`src/rtl/dacif_pkg.sv`:
```
package dacif_pkg;
    localparam int BUS_W  = 8;
    localparam int CODE_W = 12;
    localparam int HI_W   = CODE_W - BUS_W;
    localparam int CH_N   = 2;
    localparam int CH_W   = (CH_N > 1) ? $clog2(CH_N) : 1;
    localparam int ADR_W  = CH_W + 1;

    typedef logic [CODE_W-1:0] code_t;
    typedef logic [BUS_W-1:0]  lo_t;
    typedef logic [HI_W-1:0]   hi_t;

    typedef enum logic {
        PART_LO = 1'b0,
        PART_HI = 1'b1
    } part_e;

    typedef struct packed {
        logic lo_en;
        logic hi_en;
        lo_t  data;
    } chan_wr_t;

    function automatic code_t join_code(input hi_t h, input lo_t l);
        return {h, l};
    endfunction

    function automatic hi_t take_nibble(input lo_t d);
        return d[HI_W-1:0];
    endfunction
endpackage

```
`src/rtl/dacif_sync_edge.sv`:
```
module dacif_sync_edge #(
    parameter int STAGES = 2
) (
    input  logic clk,
    input  logic rst,
    input  logic level_in,
    output logic rise
);
    logic [STAGES-1:0] chain;
    logic              last;

    always_ff @(posedge clk) begin
        if (rst) begin
            chain <= '0;
            last  <= 1'b0;
        end else begin
            chain <= {chain[STAGES-2:0], level_in};
            last  <= chain[STAGES-1];
        end
    end

    assign rise = chain[STAGES-1] & ~last;

    // one strobe yields a single-cycle event
    assert_one_shot_R9: assert property (@(posedge clk) disable iff (rst)
        rise |=> !rise);
endmodule

```
`src/rtl/dacif_decode.sv`:
```
module dacif_decode
    import dacif_pkg::*;
(
    input  logic                      wr_rise,
    input  logic [ADR_W-1:0]          adr,
    input  lo_t                       bus_d,
    output chan_wr_t [CH_N-1:0]       req
);
    always_comb begin
        for (int c = 0; c < CH_N; c++) begin
            req[c].data  = bus_d;
            req[c].lo_en = wr_rise && (adr[ADR_W-1:1] == CH_W'(c))
                           && (part_e'(adr[0]) == PART_LO);
            req[c].hi_en = wr_rise && (adr[ADR_W-1:1] == CH_W'(c))
                           && (part_e'(adr[0]) == PART_HI);
        end
    end
endmodule

```
`src/rtl/dacif_chan.sv`:
```
module dacif_chan
    import dacif_pkg::*;
(
    input  logic     clk,
    input  logic     rst,
    input  logic     clr_n,
    input  chan_wr_t req,
    input  logic     upd,
    output code_t    code
);
    lo_t lo_q, lo_d;
    hi_t hi_q, hi_d;

    always_comb begin
        lo_d = req.lo_en ? req.data : lo_q;
        hi_d = req.hi_en ? take_nibble(req.data) : hi_q;
    end

    always_ff @(posedge clk or negedge clr_n) begin
        if (!clr_n) begin
            lo_q <= '0;
            hi_q <= '0;
            code <= '0;
        end else if (rst) begin
            lo_q <= '0;
            hi_q <= '0;
            code <= '0;
        end else begin
            lo_q <= lo_d;
            hi_q <= hi_d;
            if (upd)
                code <= join_code(hi_d, lo_d);
        end
    end

    // without an update the output holds, unless a clear zeroed it
    assert_hold_R5: assert property (@(posedge clk) disable iff (rst)
        !upd |=> (code == $past(code) || code == '0));

    // while clear is low every register of the channel reads zero
    assert_clear_R8: assert property (@(posedge clk) disable iff (rst)
        !clr_n |-> (code == '0 && lo_q == '0 && hi_q == '0));
endmodule

```
`src/rtl/dacif_dual_top.sv`:
```
module dacif_dual_top
    import dacif_pkg::*;
#(
    parameter int SYNC_STAGES = 2
) (
    input  logic              clk,
    input  logic              rst,
    input  logic              clr_n,
    input  logic [BUS_W-1:0]  bus_d,
    input  logic [ADR_W-1:0]  adr,
    input  logic              cs_n,
    input  logic              wr_n,
    input  logic              upd_n,
    output logic [CODE_W-1:0] dac_a,
    output logic [CODE_W-1:0] dac_b,
    output logic              out_load
);
    logic wr_lvl, upd_lvl;
    logic wr_rise, upd_rise;
    chan_wr_t [CH_N-1:0] req;
    code_t codes [CH_N];

    assign wr_lvl  = ~cs_n  & ~wr_n;
    assign upd_lvl = ~upd_n & ~wr_n;

    dacif_sync_edge #(.STAGES(SYNC_STAGES)) u_wr_sync (
        .clk(clk), .rst(rst), .level_in(wr_lvl), .rise(wr_rise)
    );

    dacif_sync_edge #(.STAGES(SYNC_STAGES)) u_upd_sync (
        .clk(clk), .rst(rst), .level_in(upd_lvl), .rise(upd_rise)
    );

    dacif_decode u_dec (
        .wr_rise(wr_rise), .adr(adr), .bus_d(bus_d), .req(req)
    );

    for (genvar c = 0; c < CH_N; c++) begin : g_ch
        dacif_chan u_ch (
            .clk(clk), .rst(rst), .clr_n(clr_n),
            .req(req[c]), .upd(upd_rise), .code(codes[c])
        );
    end

    always_ff @(posedge clk or negedge clr_n) begin
        if (!clr_n)
            out_load <= 1'b0;
        else if (rst)
            out_load <= 1'b0;
        else
            out_load <= upd_rise;
    end

    assign dac_a = codes[0];
    assign dac_b = codes[1];

    // the load marker is a single-cycle pulse
    assert_load_pulse_R10: assert property (@(posedge clk) disable iff (rst)
        out_load |=> !out_load);

    // every update event is followed by the load marker
    assert_update_marks_R6: assert property (@(posedge clk) disable iff (rst || !clr_n)
        upd_rise |=> out_load);
endmodule

```
`config.mk`:
```
export PLATFORM = sky130hd
export DESIGN_NAME = dacif_dual_top
export DESIGN_NICKNAME = d
export VERILOG_FILES = /design/src/rtl/dacif_pkg.sv /design/src/rtl/dacif_sync_edge.sv /design/src/rtl/dacif_decode.sv /design/src/rtl/dacif_chan.sv /design/src/rtl/dacif_dual_top.sv
export SDC_FILE = /design/constraint.sdc
export NUM_CORES = 1
export LEC_CHECK = 0
export ABC_AREA = 1
export BUFFER_PORTS_ARGS = -buffer_cell sky130_fd_sc_hd__buf_2
export CORE_UTILIZATION = 47
export CTS_CLUSTER_DIAMETER = 120
export CTS_CLUSTER_SIZE = 30
export DETAILED_ROUTE_END_ITERATION = 8
export PLACE_DENSITY = 0.71
export SLEW_MARGIN = 20
export SYNTH_ARGS = -nofsm -noshare
export SYNTH_HDL_FRONTEND = slang
export SYNTH_SLANG_ARGS = --single-unit
```
`constraint.sdc`:
```
create_clock -name clk -period 2.8 [get_ports clk]
set_input_delay 0.14 -clock clk [delete_from_list [all_inputs] [get_ports clk]]
set_output_delay 0.14 -clock clk [all_outputs]
set_load 0.01 [all_outputs]
```
==> metrics.md, run 1 <==
| Metric | Value |
|---|---|
| Via/cell ratio | 5.01 |
| Port Buffers | 40 |
| Cells after Synth | 262 |
| Largest net degree at the start of global routing | 50 |
| Share of layout cells above drive strength 1 | a little under a fifth |
| Worst Skew | 6.54 ps |
| Pre-antenna DRT Iters | 4 |
| DRT iter0 DRCs | ~120 |
| Top Ports | slightly above 40 |
| Synth top area share | 52.9% |
| Area contributors post-synth | dfrtp_1 (53%), nand2_1 (14%), nand3_1 (5.4%), nand4_1 (5.4%), a21oi_1 (5.2%) |
| Setup Buffers After CTS | 0 |
| YS warnings | 0 |
| Syn Area/Cell | roughly 8.8 µm² |
| CP startpoint kind | register |
| Critical path type | register to register |
| Least-Margin Pin Slew | roughly 640 ps |
| Post-synth EDFFs | 0 |
| Outcome | completed |
| Initial core utilization | between 40 and 50% |
| MaxCap Viol Count | 0 |
| CTS tree | done |
| Post-synth top area cell | dfrtp_1 |
| Worst skew pair latency | around 300 ps |
| Post-synthesis compound-gate area fraction | around 5.2% |
| Gates resized, CTS repair | 0 |
| Syn Std Cell Area | approximately 0.0023 mm² |
| Tmin final | approximately 1600 ps |
| H-tree levels | 2 |
| Die span in y | around 72 µm |
| Post-synthesis mux area share | 0% |
| Detailed placement HPWL | slightly below 3 mm |
| XOR/XNOR Fraction of Synth Area | 0% |
| RSZ-0062 raised after global routing | no |
| Die ar. | around 0.0052 mm² |
| Clock Path Buffers | 2 |
| Fraction of registers with async set/reset | ~89% |
| Setup TNS | 0 ps |
| Layout area overhead | 15.5% |
| Post-synthesis simple-gate area fraction | a little under a third |
| Total detailed-routing wirelength | between 4 and 5 mm |
| Crit path DAT | 1780 ps |
| Worst Path Max Fanout | 25 |
| CTS Sinks | 55 |
| Gr usage total | roughly 20% |
| Finished layout cell area | between 0.002 and 0.003 mm² |
| Slew Limit Fails | 0 |
| Final hold viol count | 0 |
| Met1 Track Usage GR | 27.9% |
| Routed vias | 1840 |
| Peak VDD IR | roughly 260 µV |
| ANT cells | 0 |
| Pleak | 1.48 nW |
| Placed Instance Area | 0.00252 mm² |
| Pwr/cell area | 512 mW/mm² |
| Chip width | around 72 µm |
| Rows | 25 |
| Core area | 0.00472 mm² |
| Routing usage on met2 | a little under a third |
| Final setup viols | 0 |
| Required @ worst endpoint | about 3000 ps |
| Cts bufs inserted | 5 |
| Adder-cell share of the synthesized area | 0% |
| Syn Nets | between 200 and 300 |
| Fillers | ~450 |
| Clock-pin slew on the worst setup and hold paths | around 90 ps |
| # DRC | 0 |
| Max Fclk | 631 MHz |
| Final Power | approximately 0.0014 W |
| Synth cell count leaders | nand2_1 (88), dfrtp_1 (49), nand3_1 (25) |
| Most common flop cell mapped by yosys | dfrtp_1 |
| Utilization after layout | between 50% and 60% |
| Count leader, synth | nand2_1 |
| Post-route ant nets | 0 |
| Total grt overflow | 0 |
| Post-synthesis register bit count | 55 |
| Largest family of logic cells by synthesized area | simple AND/OR/NAND/NOR gates |
| Seq/Total Area, Yosys | 58.1% |
| Met3 Use GR | under 10% |
| Antenna violations before repair | 0 |
| Distinct cell type count after synthesis | 20 |
| Clk root buf | clkbuf_8 |
| Final nets | about 320 |
| Busiest grt layer | met2 |
| DR WL/cell | ~13 µm |
| Crit. End Element | register |
| GP Congestion | about 0.78 |
| Worst slew margin | 57.6% |
| First-pass GRT wire length | 8.01 mm |
| Final Cycle Share | between 50% and 60% |
| Worst min path class | primary input to register |
| Vias in the first global route | around 1700 |
[repair_timing]
action / 4_1_cts / 5_1_grt
hold buffers: 4 / 1
endpoints found under the setup margin: 0 / 0
endpoints found under the hold margin: 2 / 49
[per-layer routing]
metal / vias to the layer above / part of all wire [%]
met5: - / 0
met3: 6 / 4.3
met2: 41 / 44
met4: 0 / 1.1
li1: 937 / -
met1: 856 / 51
[path summary, 6_finish.rpt]
path	startpoint	to	slack, ps	cells after the start
worst max-delay path	u_upd_sync.chain[1]	g_ch[0].u_ch.code[10]	1220	6
worst min-delay path	bus_d[5]	g_ch[0].u_ch.lo_q[5]	150	3
worst max register to register	u_upd_sync.chain[1]	g_ch[0].u_ch.code[10]	1220	6
worst min register to register	u_upd_sync.chain[0]	u_upd_sync.chain[1]	410	2
max in group asynchronous	clr_n	g_ch[0].u_ch.code[8]	2000	2
min in group asynchronous	clr_n	g_ch[1].u_ch.code[0]	390	2
[sequential cells by signal (all words and copies together) (netlist names)]
register          flops
g_ch.u_ch.lo_q       16
u_wr_sync.chain       2
u_upd_sync.last       1
u_upd_sync.chain      2
g_ch.u_ch.code       24
out_load              1
u_wr_sync.last        1
g_ch.u_ch.hi_q        8
[final cells by class]
type,count,area (µm²),share of cell area (%)
clock buffer,8,100,3.74
inverter,14,52.6,1.97
timing repair buffer,45,253,9.45
multi-input combinational,178,838,31.4
tap,67,83.8,3.14
sequential,55,1350,50.4
[report_power, final]
group / switching, W / leakage [nW] / internal (W)
combinational: 0.0000715 / 0.699 / 0.0000231
clock: 0.000245 / 0.0515 / 0.000226
sequential: 0.00000331 / 0.732 / 0.000801
total: 0.000320 / 1.48 / 0.00105
[worst max-delay path, stage by stage (launching register included)]
cell	delay, ps
dfxtp_1	310
inv_1	60
nor2_1	70
nor2_4	450
inv_2	330
nand3_1	180
nand2_1	60
[cells by family (layout without fill, tap and decap cells)]
group | after synthesis | after routing
DFF | 55 | 55
and+or+nand+nor | 154 | 154
AOI/OAI and AO/OA | 24 | 24
buffers and inverters | 29 | 67
[cell usage in the layout, fill, tap and decap left out, drive strengths merged]
master and n:
and2 4, nor3 2, nand3 27, or2 4, buf 40, nand4 21
a21oi 24, clkbuf 8, dlygate4sd3 5, inv 14, nand2 88, dfrtp 49
nor2 8, dfxtp 6
[per-stage QoR]
stage               cells  worst slack (ps)  hold WS (ps)
finish                367              1220           150
global route          367              1010           142
CTS                   366              1210          72.3
detailed placement    354              1090           300
global placement      354              1120           301
floorplan             262              1750          -156
(Power assumes the default switching activity.)
==> run 2, diff against run 1 <==
Settings changed: PLACE_DENSITY 0.71 to 0.74.
Clock period 2.8 ns to 1.3 ns, I/O delays scaled along.
==> run 2 against run 1 <==
Compared with the run above: maximum frequency rose by 25%; wire length is 9.9% higher; hold slack got worse by 84 ps; die area unchanged; sequential cell count unchanged; clock power rose by 150%; critical path type unchanged.
==> metrics.md, run 2 (synthesized netlist as in run 1, its figures left out) <==
| Metric | Value |
|---|---|
| Outcome | completed |
| Final Cycle Share | 97.3% (+41 points) |
| Layout area overhead | 21.8% |
| Most common cell after layout, fill and taps aside | nand2_1 |
| Peak VDD IR | 640 µV (+150%) |
| CP startpoint | u_wr_sync.chain[1] |
| Least-Margin Pin Slew | 682 ps (+46.7 ps) |
| Final hold slack | 65.7 ps (-84.0 ps) |
| Post-Place Worst Slack | 60.7 ps (-1030 ps) |
| Max FFs per register | 24 (unchanged) |
| Total grt overflow | 0 (unchanged) |
| Die span in y | 72.2 µm (unchanged) |
| Critical path type | register to register |
| Rows | 25 (unchanged) |
| Initial core utilization | 49.0% (unchanged) |
| RSZ-0062 raised after global routing | yes |
| CP Cell Sequence | inv_4, nor2_4, buf_4, nand4_1, nand2_1, nand3_1, nand2_1 |
| CP startpoint kind | register |
| Pleak | 1.55 nW (+4.6%) |
| Multi-input logic area | 872 µm² (+4.0%) |
| Detailed placement HPWL | 3.29 mm (+11%) |
| Clock-pin slew on the worst setup and hold paths | 100 ps (about the same) |
| CTS tree | done |
| Total detailed-routing wirelength | 5.06 mm (+9.9%) |
| Buf/Inv on CP | 2 (unchanged) |
| Most flops, register | g_ch.u_ch.code |
| Die ar. | 0.00521 mm² (unchanged) |
| DR WL/cell | 13.4 µm (+6.7%) |
| Post-route ant nets | 0 (unchanged) |
| Crit path DAT | 1510 ps (-270 ps) |
| Tmin final | 1270 ps (-319 ps) |
| Top Ports | 41 (unchanged) |
| Pre-antenna DRT Iters | 5 (+1) |
| Worst min-delay path startpoint | bus_d[6] |
| # DRC | 0 (unchanged) |
| Core area | 0.00472 mm² (unchanged) |
| Worst min path class | primary input to register |
| Clock Path Buffers | 2 (unchanged) |
| Commonest cells after routing, fill and taps aside | nand2_1 (87), dfrtp_1 (49), buf_2 (40) |
| Utilization after layout | 59.7% (+3.1 points) |
| Largest net degree at the start of global routing | 34 (-32%) |
| GP Congestion | 0.834 (+7.4%) |
| Gr usage total | 20.6% (+0.71 points) |
| Final hold viol count | 0 (unchanged) |
| Routed vias | 1899 (+3.2%) |
| Worst slew margin | 54.5% (-3.2 points) |
| CTS Sinks | 55 (unchanged) |
| Antenna violations before repair | 0 (unchanged) |
| Crit. End Element | register |
| CP max stage cell | dfxtp_2 |
| First-pass GRT wire length | 8.09 mm (+0.95%) |
| CP top delay family | simple AND/OR/NAND/NOR gates |
| Fillers | 419 (-7.5%) |
| Cts bufs inserted | 5 (unchanged) |
| Share of layout cells above drive strength 1 | 23.2% (+4.5 points) |
| Reg area | 0.00135 mm² (about the same) |
| Port Buffers | 40 (unchanged) |
| Pwr/cell area | 1110 mW/mm² (+120%) |
| Worst skew pair latency | 310 ps (about the same) |
| Slowest cell delay on critical path | 370 ps (-80 ps) |
| Largest registers | g_ch.u_ch.code x24, g_ch.u_ch.lo_q x16, g_ch.u_ch.hi_q x8 |
| Worst Skew | 8.54 ps (+2.00 ps) |
| Worst setup margin | 34.7 ps (-1180 ps) |
| Clk root buf | clkbuf_8 |
| MaxCap Viol Count | 0 (unchanged) |
| H-tree levels | 2 (unchanged) |
| Final setup viols | 0 (unchanged) |
| ANT cells | 0 (unchanged) |
| Max Fclk | 790 MHz (+25%) |
| Via/cell ratio | 5.02 (+0.20%) |
| Required @ worst endpoint | 1550 ps (-1440 ps) |
| Chip width | 72.2 µm (unchanged) |
| DRT iter0 DRCs | 116 (-0.85%) |
| Most common cell on crit path | nand2_1 |
| Worst Path Max Fanout | 6 (-76%) |
| Setup TNS | 0 ps (unchanged) |
| Vias in the first global route | 1689 (-2.5%) |
| Final nets | 326 (+3.5%) |
| Reg-to-Reg Start | u_wr_sync.chain[1] |
| Slew Limit Fails | 0 (unchanged) |
==> run 2: cell count changes in the layout (fill, tap and decap cells not counted), sizes merged <==
cell    delta
clkbuf     -2
bufinv     +1
nor2       +1
clkinv     +1
buf       +10
==> run 2: metrics by stage <==
| stage | std cells | cell area, µm² | total power [W] |
|---|---|---|---|
| floorplan | 262 | 2320 | 0.00188 |
| global placement | 361 | 2590 | 0.00198 |
| detailed placement | 361 | 2590 | 0.00198 |
| CTS | 374 | 2750 | 0.00316 |
| global route | 378 | 2820 | 0.00325 |
| finish | 378 | 2820 | 0.00314 |
==> run 2: worst min-delay path, cell delays in order <==
cell and delay [ps]:
buf_2 110, nand4_1 100, a21oi_1 70
==> run 2: power breakdown <==
part,internal (W),leakage [nW],switching [W]
clock,0.000624,0.0612,0.000549
sequential,0.00173,0.732,0.00000801
combinational,0.0000706,0.757,0.000167
==> run 2: cell type report <==
cell class	instances	area share [%]
Timing Repair Buffer	55	12.1
Multi-Input combinational cell	179	30.9
Clock buffer	6	2.93
Sequential cell	55	47.8
Tap cell	67	2.97
Clock inverter	2	1.24
Inverter	14	2.04
==> run 2: path summary, 6_finish.rpt <==
path | endpoint | slack (ps) | depth (start not counted)
min in group asynchronous | g_ch[1].u_ch.code[11] | 230 | 2
min reg2reg | u_upd_sync.chain[1] | 410 | 2
min | g_ch[0].u_ch.lo_q[6] | 70 | 3
max in group asynchronous | g_ch[0].u_ch.code[0] | 560 | 3
max | g_ch[1].u_ch.code[3] | 30 | 7
max reg2reg | g_ch[1].u_ch.code[3] | 30 | 7
==> run 2: metal layers <==
| layer | GRT usage (%) | share of wire, % |
|---|---|---|
| met5 | 0 | 0 |
| met2 | 30.8 | 44 |
| met3 | 4.72 | 5.6 |
| met4 | 7.63 | 0.69 |
| met1 | 29.4 | 49 |
==> run 2: what timing repair did <==
action                                 4_1_cts  5_1_grt
hold buffers                                 5        0
setup buffers                                0        2
setup endpoints to repair                    0       25
resized for setup                            0       11
endpoints found under the hold margin       18        0
